File: src/rtl/dds_loader_pkg.sv
package dds_loader_pkg;

    localparam int WORD_W  = 32;
    localparam int CTRL_W  = 8;
    localparam int PHASE_W = 5;
    localparam int FRAME_W = WORD_W + CTRL_W;

    typedef enum logic [2:0] {
        ST_IDLE       = 3'd0,
        ST_BIT_SETUP  = 3'd1,
        ST_BIT_HIGH   = 3'd2,
        ST_BIT_HOLD   = 3'd3,
        ST_LOAD       = 3'd4,
        ST_ENABLE_SEQ = 3'd5
    } ldr_state_e;

    // multiplier flag at bit 0, bits 2:1 reserved zero, phase step at 7:3
    function automatic logic [CTRL_W-1:0] pack_ctrl(input logic mult,
                                                    input logic [PHASE_W-1:0] phase);
        return {phase, 2'b00, mult};
    endfunction

endpackage

File: src/rtl/dds_phase_timer.sv
module dds_phase_timer #(
    parameter int PHASE_CLKS = 4
) (
    input  logic clk,
    input  logic rst_n,
    input  logic run_i,
    output logic tick_o
);
    localparam int CW = (PHASE_CLKS > 1) ? $clog2(PHASE_CLKS) : 1;
    localparam logic [CW-1:0] LAST = CW'(PHASE_CLKS - 1);

    logic [CW-1:0] cnt_q;

    assign tick_o = run_i && (cnt_q == LAST);

    always_ff @(posedge clk or negedge rst_n) begin
        if (!rst_n) begin
            cnt_q <= '0;
        end else if (!run_i || tick_o) begin
            cnt_q <= '0;
        end else begin
            cnt_q <= cnt_q + 1'b1;
        end
    end
endmodule

File: src/rtl/dds_frame_shifter.sv
module dds_frame_shifter #(
    parameter int FRAME_W = 40
) (
    input  logic               clk,
    input  logic               rst_n,
    input  logic               load_i,
    input  logic [FRAME_W-1:0] frame_i,
    input  logic               shift_i,
    output logic               lsb_o,
    output logic               last_o
);
    localparam int BCW = $clog2(FRAME_W);
    localparam logic [BCW-1:0] LAST_IDX = BCW'(FRAME_W - 1);

    logic [FRAME_W-1:0] sreg_q;
    logic [BCW-1:0]     idx_q;

    assign lsb_o  = sreg_q[0];
    assign last_o = (idx_q == LAST_IDX);

    always_ff @(posedge clk or negedge rst_n) begin
        if (!rst_n) begin
            sreg_q <= '0;
            idx_q  <= '0;
        end else if (load_i) begin
            sreg_q <= frame_i;
            idx_q  <= '0;
        end else if (shift_i) begin
            sreg_q <= {1'b0, sreg_q[FRAME_W-1:1]};
            idx_q  <= idx_q + 1'b1;
        end
    end
endmodule

File: src/rtl/dds_loader_fsm.sv
module dds_loader_fsm
    import dds_loader_pkg::*;
(
    input  logic clk,
    input  logic rst_n,
    input  logic start_i,
    input  logic enable_seq_i,
    input  logic tick_i,
    input  logic last_bit_i,
    input  logic bit_i,
    output logic load_frame_o,
    output logic shift_o,
    output logic run_o,
    output logic ready_o,
    output logic busy_o,
    output logic done_o,
    output logic sdata_o,
    output logic wclk_o,
    output logic load_o
);
    ldr_state_e state_q, state_d;
    logic [1:0] step_q, step_d;
    logic       done_q, done_d;

    // next-state logic
    always_comb begin
        state_d = state_q;
        step_d  = step_q;
        done_d  = 1'b0;
        unique case (state_q)
            ST_IDLE: begin
                step_d = 2'd0;
                if (start_i)           state_d = ST_BIT_SETUP;
                else if (enable_seq_i) state_d = ST_ENABLE_SEQ;
            end
            ST_BIT_SETUP: if (tick_i) state_d = ST_BIT_HIGH;
            ST_BIT_HIGH:  if (tick_i) state_d = ST_BIT_HOLD;
            ST_BIT_HOLD: begin
                if (tick_i) state_d = last_bit_i ? ST_LOAD : ST_BIT_SETUP;
            end
            ST_LOAD: begin
                if (tick_i) begin
                    state_d = ST_IDLE;
                    done_d  = 1'b1;
                end
            end
            ST_ENABLE_SEQ: begin
                if (tick_i) begin
                    if (step_q == 2'd3) begin
                        state_d = ST_IDLE;
                        done_d  = 1'b1;
                    end else begin
                        step_d = step_q + 2'd1;
                    end
                end
            end
            default: state_d = ST_IDLE;
        endcase
    end

    // state register
    always_ff @(posedge clk or negedge rst_n) begin
        if (!rst_n) begin
            state_q <= ST_IDLE;
            step_q  <= 2'd0;
            done_q  <= 1'b0;
        end else begin
            state_q <= state_d;
            step_q  <= step_d;
            done_q  <= done_d;
        end
    end

    // outputs
    always_comb begin
        sdata_o      = 1'b0;
        wclk_o       = 1'b0;
        load_o       = 1'b0;
        shift_o      = 1'b0;
        load_frame_o = 1'b0;
        unique case (state_q)
            ST_IDLE:       load_frame_o = start_i;
            ST_BIT_SETUP:  sdata_o = bit_i;
            ST_BIT_HIGH: begin
                sdata_o = bit_i;
                wclk_o  = 1'b1;
            end
            ST_BIT_HOLD: begin
                sdata_o = bit_i;
                shift_o = tick_i && !last_bit_i;
            end
            ST_LOAD:       load_o = 1'b1;
            ST_ENABLE_SEQ: begin
                wclk_o = (step_q == 2'd1);
                load_o = (step_q == 2'd3);
            end
            default: ;
        endcase
        run_o   = (state_q != ST_IDLE);
        busy_o  = run_o;
        ready_o = !run_o;
        done_o  = done_q;
    end
endmodule

File: src/rtl/dds_serial_loader.sv
module dds_serial_loader
    import dds_loader_pkg::*;
#(
    parameter int PHASE_CLKS = 4
) (
    input  logic               clk,
    input  logic               rst_n,
    input  logic               start_i,
    input  logic               enable_seq_i,
    input  logic [WORD_W-1:0]  tuning_word_i,
    input  logic               mult_en_i,
    input  logic [PHASE_W-1:0] phase_step_i,
    output logic               ready_o,
    output logic               busy_o,
    output logic               done_o,
    output logic               sdata_o,
    output logic               wclk_o,
    output logic               load_o
);
    logic tick, run, load_frame, shift, lsb, last_bit;
    logic [FRAME_W-1:0] frame;

    assign frame = {pack_ctrl(mult_en_i, phase_step_i), tuning_word_i};

    dds_phase_timer #(.PHASE_CLKS(PHASE_CLKS)) timer_i (
        .clk    (clk),
        .rst_n  (rst_n),
        .run_i  (run),
        .tick_o (tick)
    );

    dds_frame_shifter #(.FRAME_W(FRAME_W)) shifter_i (
        .clk     (clk),
        .rst_n   (rst_n),
        .load_i  (load_frame),
        .frame_i (frame),
        .shift_i (shift),
        .lsb_o   (lsb),
        .last_o  (last_bit)
    );

    dds_loader_fsm fsm_i (
        .clk          (clk),
        .rst_n        (rst_n),
        .start_i      (start_i),
        .enable_seq_i (enable_seq_i),
        .tick_i       (tick),
        .last_bit_i   (last_bit),
        .bit_i        (lsb),
        .load_frame_o (load_frame),
        .shift_o      (shift),
        .run_o        (run),
        .ready_o      (ready_o),
        .busy_o       (busy_o),
        .done_o       (done_o),
        .sdata_o      (sdata_o),
        .wclk_o       (wclk_o),
        .load_o       (load_o)
    );
endmodule

File: config.mk
export PLATFORM = sky130hd
export DESIGN_NAME = dds_serial_loader
export DESIGN_NICKNAME = d
export VERILOG_FILES = /design/src/rtl/dds_loader_pkg.sv /design/src/rtl/dds_phase_timer.sv /design/src/rtl/dds_frame_shifter.sv /design/src/rtl/dds_loader_fsm.sv /design/src/rtl/dds_serial_loader.sv
export SDC_FILE = /design/constraint.sdc
export NUM_CORES = 1
export LEC_CHECK = 0
export BUFFER_PORTS_ARGS = -buffer_cell sky130_fd_sc_hd__buf_2
export CAP_MARGIN = 20
export CORE_MARGIN = 3
export CORE_UTILIZATION = 50
export CTS_CLUSTER_DIAMETER = 80
export CTS_CLUSTER_SIZE = 12
export DETAILED_ROUTE_END_ITERATION = 8
export PLACE_DENSITY = 0.75
export SYNTH_ARGS = -nofsm -noshare
export SYNTH_HDL_FRONTEND = slang
export SYNTH_HIERARCHICAL = 1
export SYNTH_SLANG_ARGS = --single-unit
File: constraint.sdc
create_clock -name clk -period 2 [get_ports clk]
set_input_delay 0.4 -clock clk [delete_from_list [all_inputs] [get_ports clk]]
set_output_delay 0.4 -clock clk [all_outputs]
set_load 0.1 [all_outputs]
==> results.md, run 1 <==
* Status: completed
* Most common cell after layout, fill and taps aside: dfrtp_1
* Pre-antenna DRT Iters at 4
* Crit Path Category: flop to output pin
* # rows at 26
* IO Port Bufs at 47
* Clock Latency Late Sink at 310 ps
* Clk slew on worst S/H paths at around 100 ps
* Finish-stage setup viols at 0
* Synthesized instance count at between 200 and 300
* Core area at 0.00517 mm2
* CP required at 1600 ps
* Post-synth cell types at 38
* CP max FO at 10
* First-pass GRT wire length at 8540 um
* DIE AREA at approximately 0.0063 mm2
* Worst-Margin Slew at 507 ps
* Initial Util at 52.1%
* Minimum clock period after layout at between 1500 and 2000 ps
* PwrDens at 1390 mW/mm2
* Initial antenna violation count at 0
* Hold Fails Final Rpt at 0
* Pre-CTS setup slack at 58.9 ps
* Async SR Flop Fraction at 100%
* Clock buffer depth at 2
* CP endpoint kind: output pin
* Final worst slack at 59.9 ps
* Placed inst area at between 0.003 and 0.004 mm2
* CTS tree: yes
* Max-slew headroom at roughly two thirds
* DP Wirelength at 3600 um
* Largest net degree at the start of global routing at 35
* Skew final at 10.4 ps
* Root Driver: clkbuf_8
* Number of global-route vias before repair at about 1.9k
* Avg Vias per Cell at 5.13
* Total gr overflow at 0
* MaxCap Viol Count at 0
* Post-route cell area at 0.00332 mm2
* Final design utilization at 64.3%
* Sink Count at 54
* Nets at 365
* Hold WS at about 46 ps
* Worst setup path startpoint: fsm_i/state_q[1]$_DFFE_PN0P_
* Register area share after synthesis at 50.1%
* Routability congestion estimate at 0.816
* DR vias at 1994
* DRC violations left at 0
* DR WL/cell at 13.0 um
* Remaining antenna violation count at 0
* Period utilization at a little over nine tenths
* Power after layout at 4.61 mW
* Ys flop type: dfrtp_1
* Reg-to-Reg Start: fsm_i/state_q[1]$_DFFE_PN0P_
* Antenna diode count at 0
* Synthesized area at 0.00270 mm2
* Mapped Avg Cell Area at between 10 and 15 um2
* Die Ht at 79.4 um
* FF+latch count, synth at 54
* Iteration-0 DRC Markers at 50
* EDFF count, synth at 0
* H-tree depth at 2
* Commonest non-fill, non-tap cells in the layout: dfrtp_1, nand2_1, buf_2
* Num CTS Buffers at 5
* Layout cells sized above 1 at 27.9%
* Max-slew violations at 0
* Detailed Route WL at 5060 um
* P&R area growth vs syn at 23.3%
* Unrepaired setup endpoints after global routing: yes
* Synthesis warning total at 6
* Maximum VDD drop at 821 uV
* Top achievable clock speed at 515 MHz
* Die Span X at 79.4 um
* Startpoint Class: flop
* Hold buffers post-CTS at 0
* Overall routing resource usage at between 10% and 20%
* Ports at 48
* Hold Crit Class: primary input to async pin
* Critical Path AT at 1540 ps
* P_leak at 1.42 nW
[power breakdown]
part           switching, mW  internal [mW]
registers              0.304           1.57
logic                   1.15          0.852
clock network          0.357          0.373
total                   1.81           2.80
[cells by family after synthesis]
logic type,count (synthesis),synth area share (%)
AOI/OAI and AO/OA,54,11.1
xor gates and xnor gates,6,1.95
adders and majority gates,5,2.32
buffers and inverters,24,5.34
DFF,54,50.1
muxes,41,15.2
other,1,0.139
and+or+nand+nor,78,13.8
[state kept, by name, summed over array words and instances, names as in the netlist]
name              flops
fsm_i/state_q         3
shifter_i/sreg_q     40
timer_i/cnt_q         2
shifter_i/idx_q       6
fsm_i/step_q          2
fsm_i/done_o          1
[through the flow]
stage,TNS (ps),instances
final,0,389
after global routing,-0.693,389
after CTS,0,383
after detailed placement,0,374
after global placement,0,374
after floorplan,-77730,264
[cell type report]
| type | count | area (um2) |
|---|---|---|
| clock buffers | 5 | 68.8 |
| clock inverters | 3 | 45.0 |
| fillers | 425 | 1850 |
| inverters | 5 | 22.5 |
| multi-input cells | 186 | 1250 |
| flip-flops and latches | 54 | 1350 |
| well taps | 70 | 87.6 |
| repair buffers | 66 | 494 |
[cells in the mapped netlist, types with 3 or more instances]
| master | n | area, um2 |
|---|---|---|
| nand2_1 | 43 | 161 |
| buf_2 | 4 | 20.0 |
| nand3_1 | 4 | 20.0 |
| xor2_1 | 4 | 35.0 |
| ha_1 | 5 | 62.6 |
| clkbuf_1 | 6 | 22.5 |
| mux2i_1 | 41 | 410 |
| o21ai_0 | 45 | 225 |
| buf_6 | 4 | 45.0 |
| inv_1 | 4 | 15.0 |
| nand4_1 | 3 | 18.8 |
| buf_4 | 5 | 37.5 |
| dfrtp_1 | 54 | 1350 |
| nor2_1 | 11 | 41.3 |
[final timing paths]
kind                       slack [ps]  cells past startpoint                          endpoint
max                                60                      4                            wclk_o
min                                50                      1            fsm_i/done_o$_DFF_PN0_
max reg2reg                       130                     10    shifter_i/idx_q[4]$_DFFE_PN0P_
min reg2reg                       470                      1        timer_i/cnt_q[0]$_DFF_PN0_
max in group asynchronous        1400                      2  shifter_i/sreg_q[14]$_DFFE_PN0P_
min in group clk                  290                      3  shifter_i/sreg_q[12]$_DFFE_PN0P_
[layer usage]
layer	global-route usage (%)	up-vias	wire length (um)
met5	0	-	0
met2	29.7	33	2540
met1	21.4	946	2280
met3	3.16	7	162
met4	6.70	0	77
li1	-	1008	-
[worst max-delay path, stage by stage, from the launching register on]
cell,delay [ps]
dfrtp_2,460
buf_4,180
nand2b_2,230
o22ai_2,160
buf_12,200
[timing repair]
action,in CTS,in global routing
gates cloned,0,0
pin swaps,0,3
endpoints found under the setup margin,1,34
resized for setup,0,10
setup buffers,1,6
Note: power is estimated with default switching activity, not from simulation.
==> run 2: changes to the inputs <==
ABC_AREA = 1   (was unset)
CORE_UTILIZATION = 51   (was 50)
PLACE_DENSITY = 0.76   (was 0.75)
==> run 2 against run 1 <==
Net effect:
- hold slack worse by 2.6 ps
- first-iteration DRC count increased to 3.7 times the previous value
- combinational power rose by 51%
- wire length rose by 16%
- highest routed layer unchanged
==> results.md, run 2 <==
* Most frequent cell after synthesis: nand2_1
* Largest register FFs at 40 (unchanged)
* Most common cell on crit path: nand2_1
* DRC violations left at 0 (unchanged)
* Ys flop type: dfrtp_1
* Initial Util at 55.0% (+2.9 points)
* Commonest non-fill, non-tap cells in the layout: nand2_1, dfrtp_1, inv_1
* IO Port Bufs at 47 (unchanged)
* Routability congestion estimate at 0.798 (-2.3%)
* Simple-Gate Fraction of Synth Area at 19.5% (+5.7 points)
* MaxCap Viol Count at 0 (unchanged)
* Initial antenna violation count at 0 (unchanged)
* Detailed Route WL at 5890 um (+16%)
* Finish-stage setup viols at 0 (unchanged)
* Dominant cells by area after synthesis: dfrtp_1, o221ai_2, nand2_1
* Commonest cells in the netlist: nand2_1, dfrtp_1, inv_1
* Avg Vias per Cell at 5.16 (+0.76%)
* Nets at 425 (+16%)
* Num CTS Buffers at 5 (unchanged)
* DR WL/cell at 13.1 um (+0.86%)
* Critical Path, Cell by Cell: buf_4 -> nor2_2 -> nand2_2 -> inv_1 -> nand2_1 -> nand2_1 -> buf_12
* Maximum VDD drop at 736 uV (-10%)
* Synthesized instance count at 307 (+17%)
* Hold Fails Final Rpt at 0 (unchanged)
* Skew final at 8.13 ps (-2.23 ps)
* Layout cells sized above 1 at 37.5% (+9.6 points)
* Mapped Avg Cell Area at 9.56 um2 (-6.8%)
* Root Driver: clkbuf_8
* Clock buffer depth at 2 (unchanged)
* Antenna diode count at 0 (unchanged)
* Hold buffers post-CTS at 0 (unchanged)
* P_leak at 1.77 nW (+25%)
* Period utilization at 95.9% (-1.1 points)
* Crit Path Category: flop to output pin
* Synthesis warning total at 6 (unchanged)
* Status: completed
* Met2 WL at 2900 um (+14%)
* Clk slew on worst S/H paths at 90 ps (about the same)
* CP max FO at 5 (-5)
* CTS tree: yes
* Pre-antenna DRT Iters at 5 (+1)
* Core area at 0.00534 mm2 (+3.1%)
* Biggest register: shifter_i/sreg_q
* Synth Area in Adders at 2.13% (-0.19 points)
* Biggest regs: shifter_i/sreg_q (40), shifter_i/idx_q (6), fsm_i/state_q (3)
* Sink Count at 54 (unchanged)
* CP required at 1600 ps (about the same)
* Met1 wire length at 2640 um (+16%)
* Iteration-0 DRC Markers at 186 (+270%)
* Minimum clock period after layout at 1920 ps (-22.2 ps)
* Clock Latency Late Sink at 300 ps (about the same)
* Largest net degree at the start of global routing at 40 (+14%)
* Placed cells at 432 (+16%)
* Critical Path AT at 1520 ps (-20 ps)
* CP peak stage delay at 400 ps (-60 ps)
* Post-synthesis mux area share at 0% (-15 points)
* FF+latch count, synth at 54 (unchanged)
* Multi-input gate area at 0.00127 mm2 (+1.4%)
* Crit path max-delay family: buffers and inverters
* PwrDens at 1490 mW/mm2 (+7.7%)
* Most common cell after layout, fill and taps aside: nand2_1
* Startpoint Class: flop
* Critical path buffers and inverters at 3 (+1)
* CP endpoint kind: output pin
* Async SR Flop Fraction at 100% (unchanged)
* Sequential Area at 0.00135 mm2 (-0.18%)
* Synth Area in Compound Gates at 19.9% (+8.8 points)
* Die Span X at 81.9 um (+3.0%)
* Register area share after synthesis at 46.1% (-4.1 points)
* Fillers at 424 (-0.24%)
* Post-route non-filler standard cell count at 449 (+15%)
* Reg2Reg Depth at 11 (+1)
* Hold WS at 42.9 ps (-2.61 ps)
* DP Wirelength at 4270 um (+19%)
* Main combinational cell family by area after synthesis: compound AO/OA/AOI/OAI gates
* Top-area cell type share of the netlist area at 46.1% (-4.1 points)
* Post-Synth XOR/XNOR Area at 0% (-1.9 points)
* Unrepaired setup endpoints after global routing: no
* First-pass GRT wire length at 9960 um (+17%)
* Total gr overflow at 0 (unchanged)
* Ports at 48 (unchanged)
* Number of global-route vias before repair at 2270 (+20%)
* Max-slew violations at 0 (unchanged)
* Hold Crit Class: primary input to async pin
* Die Ht at 81.9 um (+3.0%)
* Remaining antenna violation count at 0 (unchanged)
* Area leader, netlist: dfrtp_1
* Met3 WL at 290 um (+79%)
* H-tree depth at 2 (unchanged)
* Synthesized area at 0.00293 mm2 (+8.8%)
* # rows at 26 (unchanged)
* Top achievable clock speed at 521 MHz (+1.2%)
* DR vias at 2319 (+16%)
* Post-synth cell types at 35 (-7.9%)
* P&R area growth vs syn at 23.0%
* Top layer in use: met4
* Levels on crit path at 7 (+3)
* DIE AREA at 0.00670 mm2 (+6.2%)
* Final design utilization at 67.7% (+3.4 points)
* CP max-delay cell: dfrtp_1
* EDFF count, synth at 0 (unchanged)
* Overall routing resource usage at 18.8% (+1.6 points)
-- run 2: changes by cell type after synthesis, moves of 5 or more --
cell / previous run / this run
inv_1: 4 / 48
o21ai_0: 45 / 1
mux2i_1: 41 / 0
nand2_1: 43 / 79
o221ai_2: 0 / 26
nand3_1: 4 / 18
buf_6: 4 / 11
clkbuf_1: 6 / 0
a21oi_1: 2 / 7
nor2_1: 11 / 16
o211ai_2: 0 / 5
-- run 2: final timing paths --
kind	startpoint	to	slack, ps
min in group clk	tuning_word_i[13]	shifter_i/sreg_q[13]$_DFFE_PN0P_	310
hold reg to reg	timer_i/cnt_q[0]$_DFF_PN0_	timer_i/cnt_q[0]$_DFF_PN0_	430
max in group asynchronous	rst_n	shifter_i/sreg_q[29]$_DFFE_PN0P_	1380
setup / recovery	fsm_i/state_q[1]$_DFFE_PN0P_	load_o	80
hold / removal	rst_n	fsm_i/done_o$_DFF_PN0_	40
setup reg to reg	fsm_i/state_q[1]$_DFFE_PN0P_	shifter_i/idx_q[4]$_DFFE_PN0P_	110
-- run 2: report_power, final --
part / internal [mW] / total [mW] / switching [mW] / leakage, nW
Clock: 0.279 / 0.610 / 0.332 / 0.0472
Combinational: 1.22 / 3.01 / 1.79 / 1.04
Sequential: 1.57 / 1.77 / 0.195 / 0.684
-- run 2: worst reg2reg max path: stages (launching register included) --
cell and delay, ps:
dfrtp_1 400, buf_4 150, nor2_4 160, nand2_8 60
buf_4 180, nor2_4 190, buf_4 200, nor2_8 80
nor2_2 170, a21oi_1 110, nand2_1 70, inv_1 40
-- run 2: repair_timing --
action | in CTS | in global routing
pin swaps | 0 | 2
buffers inserted | 0 | 9
resized for setup | 2 | 2
endpoints found under the setup margin | 46 | 23
-- run 2: cell families (layout without fill, tap and decap cells) --
kind of cell    Yosys count  count (layout)
other cells               1               2
flops                    54              54
buf+inv                  69             140
compound gates           50              50
simple gates            128             128
fa+ha+maj                 5               5
-- run 2: final cells by class --
cell class / count / area share, %
flip-flops and latches: 54 / 37.4
multi-input cells: 185 / 35.2
repair buffers: 78 / 16.4
inverters: 54 / 5.89
well taps: 70 / 2.43
clock buffers: 6 / 2.29
clock inverters: 2 / 0.347
-- run 2: stage by stage --
stage	worst slack [ps]	cell area (um2)	TNS, ps	power [mW]
2_1_floorplan	87.2	2960	0	3.94
3_3_place_gp	-328	3430	-9810	4.59
3_5_place_dp	-396	3430	-12310	4.69
4_1_cts	9.25	3530	0	5.32
5_1_grt	2.07	3610	0	5.80
6_report	82.1	3610	0	5.39
-- run 2: metal layers --
layer / global-route usage, % / vias to the layer above
met3: 3.62 / 6
met5: 0 / -
met1: 26.1 / 1110
li1: - / 1149
met2: 30.9 / 54
met4: 3.99 / 0
==> run 3: changes to the inputs <==
SYNTH_HIERARCHICAL = unset   (was 1)
==> run 3 against run 2 <==
Net effect:
- largest cell class unchanged
- synthesized cell count grew 34%
- sequential share of layout area grew 2.3 points
- synthesized area grew 1.7%
- largest power group unchanged
==> results.md, run 3 <==
* Sw Share at 43.4% (+0.40 points)
* Fillers at 509 (+20%)
* Biggest register: shifter_i.sreg_q
* Biggest regs: shifter_i.sreg_q (40), shifter_i.idx_q (6), fsm_i.state_q (3)
* Initial Util at 53.6% (-1.4 points)
* Max-slew headroom at 63.2%
* Post-route cell area at 0.00341 mm2 (-5.6%)
* Reg power frac at 37.2% (+4.4 points)
* Worst-Margin Slew at 552 ps
* Pre-antenna DRT Iters at 4 (-1)
* Commonest cells in the netlist: nand2_1, dfrtp_1, nand3_1
* Mapped Avg Cell Area at 7.28 um2 (-24%)
* Synth Area in Adders at 1.68% (-0.46 points)
* Core area at 0.00557 mm2 (+4.5%)
* Layout cells sized above 1 at 19.7% (-18 points)
* CP max-delay cell: dfrtp_1
* Root Driver: clkbuf_8
* FF+latch count, synth at 54 (unchanged)
* Nets at 498 (+17%)
* Synth Net Count at 456
* Hold Crit Class: primary input to async pin
* PwrDens at 1340 mW/mm2 (-10%)
* Top achievable clock speed at 526 MHz (+0.85%)
* CP max FO at 5 (unchanged)
* Number of global-route vias before repair at 2307 (+1.6%)
* Largest net degree at the start of global routing at 55 (+38%)
* CP endpoint kind: output pin
* Die Span X at 82.5 um (+0.81%)
* Status: completed
* Synthesized area at 0.00299 mm2 (+1.7%)
* Most frequent cell after synthesis: nand2_1
* Power after layout at 4.57 mW (-15%)
* Skew final at 14.1 ps (+5.97 ps)
* Startpoint Class: flop
* Switching power at 1.98 mW (-14%)
* CP required at 1600 ps (about the same)
* Iteration-0 DRC Markers at 118 (-37%)
* Minimum clock period after layout at 1900 ps (-16.2 ps)
* Die Ht at 82.5 um (+0.81%)
* Setup Fix Bufs, Post-CTS at 0 (unchanged)
* Antenna diode count at 0 (unchanged)
* Synthesis warning total at 0 (-6)
* Routability congestion estimate at 0.892 (+12%)
* Largest register FFs at 40 (unchanged)
* First-pass GRT wire length at 9880 um (-0.83%)
* Synth Area in Compound Gates at 2.56% (-17 points)
* DP Wirelength at 3910 um (-8.5%)
* Clk slew on worst S/H paths at 100 ps (about the same)
* Dominant cells by area after synthesis: dfrtp_1, nand2_1, nand3_1
* # rows at 27 (+3.8%)
* CTS tree: yes
* Commonest non-fill, non-tap cells in the layout: nand2_1, dfrtp_1, nand3_1
* Post-synthesis mux area share at 0% (unchanged)
* MaxCap Viol Count at 0 (unchanged)
* Crit Path Category: flop to output pin
* Avg Vias per Cell at 4.84 (-6.3%)
* Critical Path AT at 1500 ps (-20 ps)
* Initial antenna violation count at 0 (unchanged)
* DRC violations left at 0 (unchanged)
* Sink Count at 54 (unchanged)
* Top-area cell type share of the netlist area at 45.3% (-0.79 points)
* Max-slew violations at 0 (unchanged)
* Hold buffers post-CTS at 0 (unchanged)
* Post-Synth XOR/XNOR Area at 0.880% (+0.88 points)
* Clock buffer depth at 2 (unchanged)
* H-tree depth at 2 (unchanged)
* Overall routing resource usage at 18.3% (-0.52 points)
* Finish-stage setup viols at 0 (unchanged)
* Simple-Gate Fraction of Synth Area at 38.4% (+19 points)
* Clock Latency Late Sink at 300 ps (about the same)
* Async SR Flop Fraction at 100% (unchanged)
* Maximum VDD drop at 784 uV (+6.6%)
* Most common cell after layout, fill and taps aside: nand2_1
* P&R area growth vs syn at 14.1%
* Main combinational cell family by area after synthesis: simple AND/OR/NAND/NOR gates
* Period utilization at 95.1% (-0.81 points)
* CP peak stage delay at 440 ps (+40 ps)
* Unrepaired setup endpoints after global routing: no
* Area leader, netlist: dfrtp_1
* Placed inst area at 0.00328 mm2 (-4.3%)
* DIE AREA at 0.00681 mm2 (+1.6%)
* Synthesized instance count at 410 (+34%)
* Setup_tns at 0 ps (unchanged)
* Detailed Route WL at 5880 um (about the same)
* P_leak at 2.00 nW (+13%)
* Hold Fails Final Rpt at 0 (unchanged)
* Hold WS at 64.4 ps (+21.5 ps)
* Post-synth cell types at 22 (-37%)
* Remaining antenna violation count at 0 (unchanged)
* Int Pwr at 2.59 mW (-16%)
* Register area share after synthesis at 45.3% (-0.79 points)
* Num CTS Buffers at 5 (unchanged)
* CTS resizes at 0 (-2)
* Clock power frac at 16.2% (+4.9 points)
* DR WL/cell at 11.2 um (-14%)
* IO Port Bufs at 47 (unchanged)
* Ys flop type: dfrtp_1
* Ports at 48 (unchanged)
* DR vias at 2535 (+9.3%)
* EDFF count, synth at 0 (unchanged)
* Critical Path, Cell by Cell: inv_2 -> o21ai_0 -> nor2_2 -> clkbuf_4
* Total gr overflow at 0 (unchanged)
* Combinational share of power at 46.7% (-9.2 points)
[run 3: cell types whose count changed after synthesis, moves of 5 or more]
cell	change
nor2_1	-7
inv_2	+9
o21ai_0	+5
nand3_1	+35
o211ai_2	-5
inv_1	-9
o221ai_2	-26
nand2_1	+114
[run 3: final cells by class]
cell class	count	area, um2	share of cell area (%)
tap	72	90.1	2.64
timing repair buffer	52	345	10.1
sequential	54	1350	39.7
clock inverter	1	30.0	0.881
clock buffer	6	82.6	2.42
inverter	52	195	5.73
multi-input combinational	287	1310	38.5
[run 3: cells by family (layout without fill, tap and decap cells)]
group / Yosys count / in the layout
simple gates: 267 / 267
compound gates: 13 / 13
buf+inv: 69 / 111
fa+ha+maj: 4 / 4
flops: 54 / 54
xor+xnor: 3 / 3
[run 3: worst max-delay path, delay by kind of cell (launching register included)]
family | cells | cell delay (ps)
buffers and inverters | 2 | 480
flip-flops | 1 | 440
AO/OA/AOI/OAI | 1 | 180
AND/OR/NAND/NOR | 1 | 110
[run 3: per-layer routing]
metal | vias to the layer above | GRT usage [%] | part of all wire, % | routed length (um)
met5 | - | 0 | 0 | 0
met4 | 0 | 3.59 | 0.59 | 35
met3 | 4 | 3.58 | 3.1 | 185
met2 | 44 | 31.3 | 48 | 2840
met1 | 1159 | 24.4 | 48 | 2820
li1 | 1328 | - | - | -
[run 3: path summary, 6_finish.rpt]
path                                         startpoint                          endpoint  slack (ps)  depth (start not counted)
max                        fsm_i.state_q[2]$_DFFE_PN0P_                           sdata_o         100                          4
min                                               rst_n  shifter_i.sreg_q[21]$_DFFE_PN0P_          60                          2
max reg2reg                fsm_i.state_q[0]$_DFFE_PN0P_   shifter_i.sreg_q[6]$_DFFE_PN0P_         340                          8
min reg2reg                  timer_i.cnt_q[0]$_DFF_PN0_        timer_i.cnt_q[0]$_DFF_PN0_         450                          1
max in group asynchronous                         rst_n      fsm_i.state_q[1]$_DFFE_PN0P_        1660                          2
min in group clk                      tuning_word_i[21]  shifter_i.sreg_q[21]$_DFFE_PN0P_         310                          3
[run 3: metrics by stage]
stage	setup slack, ps	utilization (%)	instances
2_1_floorplan	49.2	-	410
3_3_place_gp	379	58.9	517
3_5_place_dp	348	58.9	517
4_1_cts	7.04	60.9	524
5_1_grt	16.3	61.1	524
6_report	98.4	61.1	524
[run 3: power by group through the flow]
stage          clock, mW  combinational (mW)  sequential [mW]
6_report           0.739                2.13             1.70
5_1_grt            0.799                2.42             1.74
4_1_cts            0.759                2.14             1.69
3_5_place_dp           0                2.13             1.72
3_3_place_gp           0                2.07             1.69
2_1_floorplan          0                1.77             1.67
